`config.mk`:
```
export PLATFORM = sky130hd
export DESIGN_NAME = disp_irq_regs
export DESIGN_NICKNAME = d
export VERILOG_FILES = /design/src/rtl/disp_irq_pkg.sv /design/src/rtl/disp_irq_decode.sv /design/src/rtl/disp_irq_w1c_bit.sv /design/src/rtl/disp_irq_status.sv /design/src/rtl/disp_irq_fence_cap.sv /design/src/rtl/disp_irq_regs.sv
export SDC_FILE = /design/constraint.sdc
export NUM_CORES = 1
export LEC_CHECK = 0
export BUFFER_PORTS_ARGS = -buffer_cell sky130_fd_sc_hd__buf_4
export CORE_UTILIZATION = 29
export DETAILED_ROUTE_END_ITERATION = 12
export PLACE_DENSITY = 0.61
export REMOVE_ABC_BUFFERS = 1
export SLEW_MARGIN = 15
export SYNTH_ARGS = -nofsm -noshare
export SYNTH_HDL_FRONTEND = slang
export SYNTH_HIERARCHICAL = 1
export SYNTH_SLANG_ARGS = --single-unit
```
`constraint.sdc`:
```
create_clock -name clk -period 1.9 [get_ports clk]
set_input_delay 0.095 -clock clk [delete_from_list [all_inputs] [get_ports clk]]
set_output_delay 0.095 -clock clk [all_outputs]
set_load 0.005 [all_outputs]
```
`src/rtl/disp_irq_pkg.sv`:
```
// Package: disp_irq_pkg
// Shared offsets, status bit positions and the decoded-select type for the
// display interrupt register block. Assumes byte offsets on an 8-byte stride.
package disp_irq_pkg;

    // Byte offsets; the driver relies on these exact values.
    localparam int OFS_EXEC = 0;
    localparam int OFS_CTRL = 8;
    localparam int OFS_STAT = 16;
    localparam int OFS_FLO  = 24;
    localparam int OFS_FHI  = 32;

    // Status bit positions.
    localparam int ST_VBLANK = 0;
    localparam int ST_FENCE  = 1;
    localparam int ST_BITS   = 2;

    // One-hot register select produced by the decoder.
    typedef struct packed {
        logic exec;
        logic ctrl;
        logic stat;
        logic flo;
        logic fhi;
    } reg_sel_t;

endpackage

```
`src/rtl/disp_irq_decode.sv`:
```
// Module: disp_irq_decode
// Compares the bus offset with each mapped register offset and produces a
// one-hot select. An offset that matches nothing gives an all-zero select.
// Assumes the offsets in the package fit within ADDR_W bits.
module disp_irq_decode
    import disp_irq_pkg::*;
#(
    parameter int ADDR_W = 6
) (
    input  logic [ADDR_W-1:0] addr,
    output reg_sel_t          sel
);

    // Full-width compare against every mapped offset.
    always_comb begin
        sel      = '0;
        sel.exec = (addr == ADDR_W'(OFS_EXEC));
        sel.ctrl = (addr == ADDR_W'(OFS_CTRL));
        sel.stat = (addr == ADDR_W'(OFS_STAT));
        sel.flo  = (addr == ADDR_W'(OFS_FLO));
        sel.fhi  = (addr == ADDR_W'(OFS_FHI));
    end

endmodule

```
`src/rtl/disp_irq_w1c_bit.sv`:
```
// Module: disp_irq_w1c_bit
// A single sticky pending bit. A hardware set event wins over a software
// clear that falls in the same cycle. Assumes both inputs are synchronous
// to clk.
module disp_irq_w1c_bit (
    input  logic clk,
    input  logic rst_n,
    input  logic set,
    input  logic clr,
    output logic q
);

    // Hold, clear on request, and let a set override a clear.
    always_ff @(posedge clk) begin
        if (!rst_n) q <= 1'b0;
        else        q <= set | (q & ~clr);
    end

endmodule

```
`src/rtl/disp_irq_status.sv`:
```
// Module: disp_irq_status
// The interrupt status register, built from one sticky cell per cause.
// Bit i is set by set_i[i] and cleared by clr_i[i].
// Assumes the caller masks clr_i with the write strobe.
module disp_irq_status #(
    parameter int NUM = 2
) (
    input  logic           clk,
    input  logic           rst_n,
    input  logic [NUM-1:0] set_i,
    input  logic [NUM-1:0] clr_i,
    output logic [NUM-1:0] pend_o
);

    // One independent sticky cell per cause.
    for (genvar i = 0; i < NUM; i++) begin : g_cell
        disp_irq_w1c_bit u_cell (
            .clk   (clk),
            .rst_n (rst_n),
            .set   (set_i[i]),
            .clr   (clr_i[i]),
            .q     (pend_o[i])
        );
    end

endmodule

```
`src/rtl/disp_irq_fence_cap.sv`:
```
// Module: disp_irq_fence_cap
// Latches a wide fence value when capture is high and presents it as
// register-width words, with word 0 the least significant.
// Assumes FENCE_W is a whole multiple of WORD_W.
module disp_irq_fence_cap #(
    parameter int WORD_W  = 32,
    parameter int FENCE_W = 64
) (
    input  logic                        clk,
    input  logic                        rst_n,
    input  logic                        capture,
    input  logic [FENCE_W-1:0]          value,
    output logic [FENCE_W/WORD_W-1:0][WORD_W-1:0] words
);

    localparam int NWORDS = FENCE_W / WORD_W;

    for (genvar w = 0; w < NWORDS; w++) begin : g_word
        // Load this slice of the fence value on a capture event.
        always_ff @(posedge clk) begin
            if (!rst_n)       words[w] <= '0;
            else if (capture) words[w] <= value[w*WORD_W +: WORD_W];
        end
    end

endmodule

```
`src/rtl/disp_irq_regs.sv`:
```
// Module: disp_irq_regs (top)
// Register block for the display adapter's interrupt logic. It holds a
// control register with the vblank enable, a write-one-to-clear status
// register, a command strobe and the captured fence value, and drives a
// level interrupt. Assumes one bus access per cycle, reads that have no side
// effects, and single-cycle event pulses.
module disp_irq_regs
    import disp_irq_pkg::*;
#(
    parameter int ADDR_W = 6,
    parameter int DATA_W = 32
) (
    input  logic                  clk,
    input  logic                  rst_n,
    input  logic [ADDR_W-1:0]     bus_addr,
    input  logic [DATA_W-1:0]     bus_wdata,
    input  logic                  bus_we,
    output logic [DATA_W-1:0]     bus_rdata,
    input  logic                  vblank_tick,
    input  logic                  fence_ack,
    input  logic [2*DATA_W-1:0]   fence_value,
    output logic                  cmd_stb,
    output logic [DATA_W-1:0]     cmd_word,
    output logic                  irq
);

    localparam int FENCE_W = 2 * DATA_W;
    localparam int NWORDS  = FENCE_W / DATA_W;

    reg_sel_t                       sel;
    logic                           ctrl_en;
    logic [ST_BITS-1:0]             st_set;
    logic [ST_BITS-1:0]             st_clr;
    logic [ST_BITS-1:0]             st_pend;
    logic [NWORDS-1:0][DATA_W-1:0]  fence_words;

    disp_irq_decode #(.ADDR_W(ADDR_W)) u_dec (
        .addr (bus_addr),
        .sel  (sel)
    );

    // Control register: only the vblank enable is kept.
    always_ff @(posedge clk) begin
        if (!rst_n)                   ctrl_en <= 1'b0;
        else if (bus_we && sel.ctrl)  ctrl_en <= bus_wdata[0];
    end

    // Status set and clear sources: events set, written ones clear.
    always_comb begin
        st_set            = '0;
        st_set[ST_VBLANK] = vblank_tick & ctrl_en;
        st_set[ST_FENCE]  = fence_ack;
        st_clr            = (bus_we && sel.stat) ? bus_wdata[ST_BITS-1:0] : '0;
    end

    disp_irq_status #(.NUM(ST_BITS)) u_stat (
        .clk    (clk),
        .rst_n  (rst_n),
        .set_i  (st_set),
        .clr_i  (st_clr),
        .pend_o (st_pend)
    );

    disp_irq_fence_cap #(.WORD_W(DATA_W), .FENCE_W(FENCE_W)) u_fence (
        .clk     (clk),
        .rst_n   (rst_n),
        .capture (fence_ack),
        .value   (fence_value),
        .words   (fence_words)
    );

    // Command strobe: one registered pulse carrying the written word.
    always_ff @(posedge clk) begin
        if (!rst_n) begin
            cmd_stb  <= 1'b0;
            cmd_word <= '0;
        end else begin
            cmd_stb <= bus_we && sel.exec;
            if (bus_we && sel.exec) cmd_word <= bus_wdata;
        end
    end

    // Interrupt level: vblank gated by its enable, fence acknowledge ungated.
    always_comb begin
        irq = (ctrl_en & st_pend[ST_VBLANK]) | st_pend[ST_FENCE];
    end

    // Read mux: mapped readable registers, zero for everything else.
    always_comb begin
        bus_rdata = '0;
        if (sel.ctrl)      bus_rdata = DATA_W'(ctrl_en);
        else if (sel.stat) bus_rdata = DATA_W'(st_pend);
        else if (sel.flo)  bus_rdata = fence_words[0];
        else if (sel.fhi)  bus_rdata = fence_words[NWORDS-1];
    end

endmodule

```
After elaboration in Yosys (flattened, before gate mapping)
Index checks and enable logic that the tools add are counted. Widths: inputs -> output; s select.

Bits in registers: 100. Input port bits: 107. Output and inout bits: 66. Word-level logic and storage cells: 29.

Equality and inequality tests: 4. Multiplexer cells: 5. Bitwise operators: 9. Reduce and logical (&&, ||, !) cells: 4.

Operators by type and width (count): $mux 32 (4); $eq 6x5->1 const B (2); $eq 6x4->1 const B (1); $eq 6x6->1 const B (1); $logic_not 6->1 (1); $and 1x1->1 (4); $logic_and 1x1->1 (3); $or 1x1->1 (3); $mux 2 (1); $not 1->1 (2).

Depth between registers and ports, before layout
Gate-level depths: netlist (run 1).

Word-level depth: 6. Gate-level depth with buffers: 7. Mapped depth without buffers: 5.

By module
The synthesis (run 1) kept the hierarchy.

Modules (own cells, without submodules): disp_irq_fence_cap (times used 1, cells an instance 206, area each 2451.1 µm², sequential area each 1281.2 µm²); disp_irq_regs (times used 1, cells an instance 232, area each 1934.4 µm², sequential area each 680.7 µm²); disp_irq_w1c_bit (times used 2, cells an instance 3, area each 41.3 µm², sequential area each 20.0 µm²); disp_irq_decode (times used 1, cells an instance 9, area each 72.6 µm², sequential area each 0.0 µm²).

Worst setup path before layout (run 1)
No wires, ideal clock.

Kind: input to output. From: input port bus_addr[1]. To: output port bus_rdata[0]. Data arrival time: 1563 ps. Required time: 1805 ps. Path slack: 242 ps. Stages: 6. Buffers on the path: 1. Cell sequence: or3_4 nor4_1 or2_1 buf_6 a221oi_2 nor3_1.

RTL lines: start, declared (RTL line disp_irq_regs.sv:15) `input logic [ADDR_W-1:0] bus_addr,`; end, declared (RTL line disp_irq_regs.sv:18) `output logic [DATA_W-1:0] bus_rdata,`.

==> impl_metrics.yaml, run 1 <==
outcome:
  run_status: "completed"
pwr:
  power_density_nw_per_um2: 705
  vdd_drop_max_uv: 665
  p_total_mw: 4.71
  p_leak_nw: 2.91
cts:
  cts_root_buffer: "clkbuf_16"
  clk_pin_slew_ns: 0.07
  h-tree-depth: 3
  cts_buffer_depth: 2
  clock-sinks: 100
  worstSkewPairLatency_ns: 0.34
  cts_tree: "done"
  numCtsBuffers: 9
sta:
  grt_setup_unrepaired: "no"
  finalSetupViolations: 0
  fin_crit_ns: 1.79
  fmax_mhz: 557
  slew_viol_final: 0
  relSlewSlack_pct: 45.7
  worstMarginPinSlew_ns: 0.815
  fin_worst_skew_ns: 0.000434
  hold_viol_final: 0
  finalCritPeriodShare_pct: 94.5
finish:
  final_net_count: 755
  regArea_um2: 2000
  multiInputGateArea_um2: 2260
  final_area_um2: 6680
  drive_above_1_share_pct: 37.0
  diodes: 0
  area_growth_pct: 47.2
  filler_cell_count: 1461
  utilization_pct: 43.8
die:
  core_um2: 15300
  start_util_pct: 29.8
  die_y_um: 127
  num_rows: 45
  dieWidth_um: 127
  num_io_pins: 173
  dieArea_um2: 16200
setup_path:
  rr_startpoint: "ctrl_en$_SDFFE_PN0P_"
  crit_slowest_cell: "or3_4"
  crit_path_frequent_cell: "buf_4"
  cp-start-kind: "input pin"
  path_cells: "buf_4, or3_4, nor4b_4, buf_4, nor2b_4, buf_12, a221oi_4, nor3_2, buf_4"
  reg2reg_depth: 2
  slowest_delay_ns: 0.40
  worst-path-max-fanout: 8
  crit_arrival_ns: 1.70
  cp-end-kind: "primary output"
  crit_buf_inv: 4
  cp_top_family: "simple AND/OR/NAND/NOR gates"
  cp.required_ns: 1.80
  r2r_end: "u_stat/g_cell[0].u_cell/q$_SDFF_PN0_"
  worst-setup-path-type: "input pin to primary output"
  rrSetupSlack_ns: 1.15
global_route:
  grt_max_degree: 101
  antenna_found_initial: 0
  grt.overflow.total: 0
  grt_pass1_wl_um: 19100
  grt_pass1_vias: 3928
  grt_usage_pct: 15.0
routing:
  vias: 3846
  ant_nets: 0
  dr.pass1.iters: 4
  viasPerCell: 4.46
  wl_um: 12200
  wire_per_inst_um: 14.2
  drtIter0Drc: 136
  drc: 0
yosys:
  yosys_warnings: 6
  yosys.area.top_type: "dfxtp_1"
  ys_seq_area_share_pct: 44.1
  yosys-top-cells-count: "dfxtp_1 (100), nand2_1 (68), nor2b_1 (67)"
  synth_cell_types: 32
  netlist_top_cells_area: "dfxtp_1 (44%), mux2i_1 (14%), nor2b_1 (9.2%)"
  synthArstFlopShare_pct: 0
  synth_cells: 453
  yosys_register_bits: 100
  synth-edff-count: 0
  syn_avg_cell_area_um2: 10.0
  syn-cell-area_um2: 4540
  synth_flop_cell: "dfxtp_1"
  yosysMostFrequentCell: "dfxtp_1"
  synth_top_area_share_pct: 44.1
job:
  drv_cap: 0
min_path:
  hp-start: "fence_value[54]"
  holdPathEnd: "u_fence/words[54]$_SDFFE_PN0P_"
  min_path_type: "input pin to flip-flop"
  min_path_cells: 3
placement:
  gp_congestion: 0.722
  hpwl_um: 8070
  port_buffers: 172
  postPlaceCellArea_um2: 5960
## worst max path at each step
stage / to / start / slack, ns / cells after the start
after global placement: bus_rdata[0] / bus_addr[1] / 0.03 / 7
final: bus_rdata[1] / bus_addr[0] / 0.11 / 9
after floorplan: bus_rdata[1] / bus_addr[1] / -1.06 / 5
after CTS: bus_rdata[0] / bus_addr[1] / 0.006 / 7
after detailed placement: bus_rdata[0] / bus_addr[1] / 0.006 / 7
after global routing: bus_rdata[0] / bus_addr[0] / 0.01 / 9
## registers in the layout (all words and copies together), names as in the netlist
signal,count
cmd_stb,1
cmd_word,32
ctrl_en,1
u_fence/words,64
u_stat/g_cell.u_cell/q,2
## worst min-delay path: stages
cell     delay (ns)
buf_4          0.08
mux2i_1        0.06
nor2b_1        0.10
## power breakdown
part	leakage (nW)	internal [mW]	switching [mW]	total, mW
Combinational	1.94	0.335	0.192	0.527
Sequential	0.819	2.18	0.0442	2.23
Clock	0.156	1.18	0.778	1.96
## layout by cell type, fill, tap and decap left out, types with 5 or more instances in the layout
| cell type | instances |
|---|---|
| mux2i_1 | 64 |
| nor2b_1 | 67 |
| buf_12 | 5 |
| buf_4 | 177 |
| nand2_1 | 68 |
| a21boi_2 | 30 |
| clkbuf_16 | 11 |
| a22oi_1 | 29 |
| dlygate4sd3_1 | 33 |
| dfxtp_1 | 100 |
| nor2_1 | 30 |
## metrics by stage
stage	hold WS, ns	cells	TNS (ns)	worst slack (ns)
floorplan	0.212	418	-30.55	-1.06
global placement	0.350	812	0	0.0288
detailed placement	0.358	812	0	0.00645
CTS	0.000818	860	0	0.00563
global route	0.00880	863	0	0.0130
finish	0.0157	863	0	0.105
## per-layer routing
| metal | vias to the layer above | part of all wire (%) | GRT usage, % |
|---|---|---|---|
| met5 | - | 0 | 0 |
| met4 | 0 | 1.0 | 4.13 |
| met3 | 13 | 7.2 | 5.61 |
| met2 | 141 | 48 | 26.0 |
| met1 | 1780 | 44 | 17.3 |
| li1 | 1912 | - | - |
## layout make-up
class                      count  area share, %
clock buffer                  11           3.63
clock inverter                 4           1.10
inverter                       1         0.0562
multi-input combinational    317           33.8
sequential                   100           30.0
tap                          211           3.95
timing repair buffer         219           27.5
## repair_timing
| action | CTS | global route |
|---|---|---|
| setup buffers | 0 | 1 |
| hold endpoints to repair | 33 | 0 |
| resized for setup | 0 | 4 |
| hold buffers | 33 | 0 |
| endpoints found under the setup margin | 0 | 14 |
## cell families (layout without fill, tap and decap cells)
kind of cell / Yosys count / after routing / synth area share [%]
buffers and inverters: 36 / 235 / 6.56
AO/OA/AOI/OAI: 68 / 68 / 14.1
multiplexers: 64 / 64 / 14.1
flip-flops: 100 / 100 / 44.1
AND/OR/NAND/NOR: 185 / 185 / 21.2
(Power assumes the default switching activity.)
==> run 2, diff against run 1 <==
--- a/config.mk
+++ b/config.mk
@@ -5,10 +5,10 @@
 export SDC_FILE = /design/constraint.sdc
 export NUM_CORES = 1
 export LEC_CHECK = 0
-export BUFFER_PORTS_ARGS = -buffer_cell sky130_fd_sc_hd__buf_4
 export CORE_UTILIZATION = 29
 export DETAILED_ROUTE_END_ITERATION = 12
-export PLACE_DENSITY = 0.61
+export DONT_BUFFER_PORTS = 1
+export PLACE_DENSITY = 0.52
 export REMOVE_ABC_BUFFERS = 1
 export SLEW_MARGIN = 15
 export SYNTH_ARGS = -nofsm -noshare
==> impl_metrics.yaml, run 2 <==
outcome:
  run_status: "did not finish"
  error_line: "[ERROR RSZ-0060] Max buffer count reached."
  stop_stage: "clock tree synthesis (4_1_cts)"
cts:
  h-tree-depth: 3
  postCtsResizedCells: 0
  cts_buffer_depth: 2
  cts_root_buffer: "clkbuf_16"
  clock-sinks: 100
  numCtsBuffers: 9
  post_cts_buffers: 0
  hold_buffers: 132
die:
  num_io_pins: 173
  start_util_pct: 29.8
  num_rows: 45
  die_y_um: 127
  dieWidth_um: 127
yosys:
  yosys_warnings: 6
  yosys.area.top_type: "dfxtp_1"
  yosys_register_bits: 100
  synth_flop_cell: "dfxtp_1"
  synth_top_family_by_area: "simple AND/OR/NAND/NOR gates"
  muxShareOfSynthArea_pct: 14.1
  synth_cells: 453
  netlist_top_cells_area: "dfxtp_1 (44%), mux2i_1 (14%), nor2b_1 (9.2%)"
  synthSimpleGateAreaFrac_pct: 21.2
  ys_seq_area_share_pct: 44.1
  synth_cell_types: 32
  syn_avg_cell_area_um2: 10.0
  synth_xor_area_share_pct: 0
  yosysMostFrequentCell: "dfxtp_1"
  synth-edff-count: 0
  synth_compound_area_share_pct: 14.1
  synth_top_area_share_pct: 44.1
  syn-cell-area_um2: 4540
  synthArstFlopShare_pct: 0
  synth_fa_ha_area_share_pct: 0
  yosys-top-cells-count: "dfxtp_1 (100), nand2_1 (68), nor2b_1 (67)"
placement:
  hpwl_um: 7000
  port_buffers: 0
  gp_congestion: 0.725
-- run 2: cell counts after synthesis --
Identical to the previous run, type by type.
-- run 2: kinds of logic after synthesis --
| logic type | after synthesis |
|---|---|
| buf+inv | 36 |
| flops | 100 |
| simple gates | 185 |
| compound gates | 68 |
| mux | 64 |
-- run 2: per-stage QoR --
step	hold slack [ns]	area, um^2	instances	setup WS, ns	utilization (%)
after detailed placement	0.234	4580	637	0.0625	30.0
after global placement	0.227	4580	637	0.107	30.0
after floorplan	0.212	4250	418	-1.06	-
==> run 3, diff against run 2 <==
--- a/config.mk
+++ b/config.mk
@@ -5,10 +5,10 @@
 export SDC_FILE = /design/constraint.sdc
 export NUM_CORES = 1
 export LEC_CHECK = 0
-export CORE_UTILIZATION = 29
+export CORE_UTILIZATION = 20
 export DETAILED_ROUTE_END_ITERATION = 12
 export DONT_BUFFER_PORTS = 1
-export PLACE_DENSITY = 0.52
+export PLACE_DENSITY_LB_ADDON = 0.15
 export REMOVE_ABC_BUFFERS = 1
 export SLEW_MARGIN = 15
 export SYNTH_ARGS = -nofsm -noshare
==> impl_metrics.yaml, run 3 <==
outcome:
  run_status: "did not finish"
  stop_stage: "clock tree synthesis (4_1_cts)"
  error_line: "[ERROR RSZ-0060] Max buffer count reached."
placement:
  placed_cells: 709
  gp_congestion: 0.704
  port_buffers: 0
  hpwl_um: 7770
yosys:
  synth_cell_types: 32
  ys_seq_area_share_pct: 44.1
  netlist_top_cells_area: "dfxtp_1 (44%), mux2i_1 (14%), nor2b_1 (9.2%)"
  synth_flop_cell: "dfxtp_1"
  yosys_warnings: 6
  syn-cell-area_um2: 4540
  synth-edff-count: 0
  yosys-top-cells-count: "dfxtp_1 (100), nand2_1 (68), nor2b_1 (67)"
  syn_avg_cell_area_um2: 10.0
  yosysMostFrequentCell: "dfxtp_1"
  synth_cells: 453
  yosys_register_bits: 100
  yosys.area.top_type: "dfxtp_1"
  synth_top_area_share_pct: 44.1
  synthArstFlopShare_pct: 0
die:
  num_rows: 54
  dieWidth_um: 153
  start_util_pct: 20.6
  die_y_um: 153
  num_io_pins: 173
cts:
  cts_root_buffer: "clkbuf_16"
  numCtsBuffers: 9
  postCtsResizedCells: 0
  post_cts_buffers: 0
  hold_buffers: 147
  h-tree-depth: 3
  clock-sinks: 100
  cts_buffer_depth: 2
==> run 3: cell counts after synthesis <==
No cell type changed its count.
==> run 3: through the flow <==
stage          utilization [%]  TNS (ns)  hold slack (ns)  instance area, um^2  worst slack (ns)
3_5_place_dp              21.3         0            0.230                 4690             0.238
2_1_floorplan                -    -30.55            0.212                 4250             -1.06
3_3_place_gp              21.3         0            0.222                 4690             0.253
==> run 3: cells by family after synthesis <==
group           share of synthesized area [%]
buf+inv                                  6.56
compound gates                           14.1
simple gates                             21.2
flops                                    44.1
mux                                      14.1
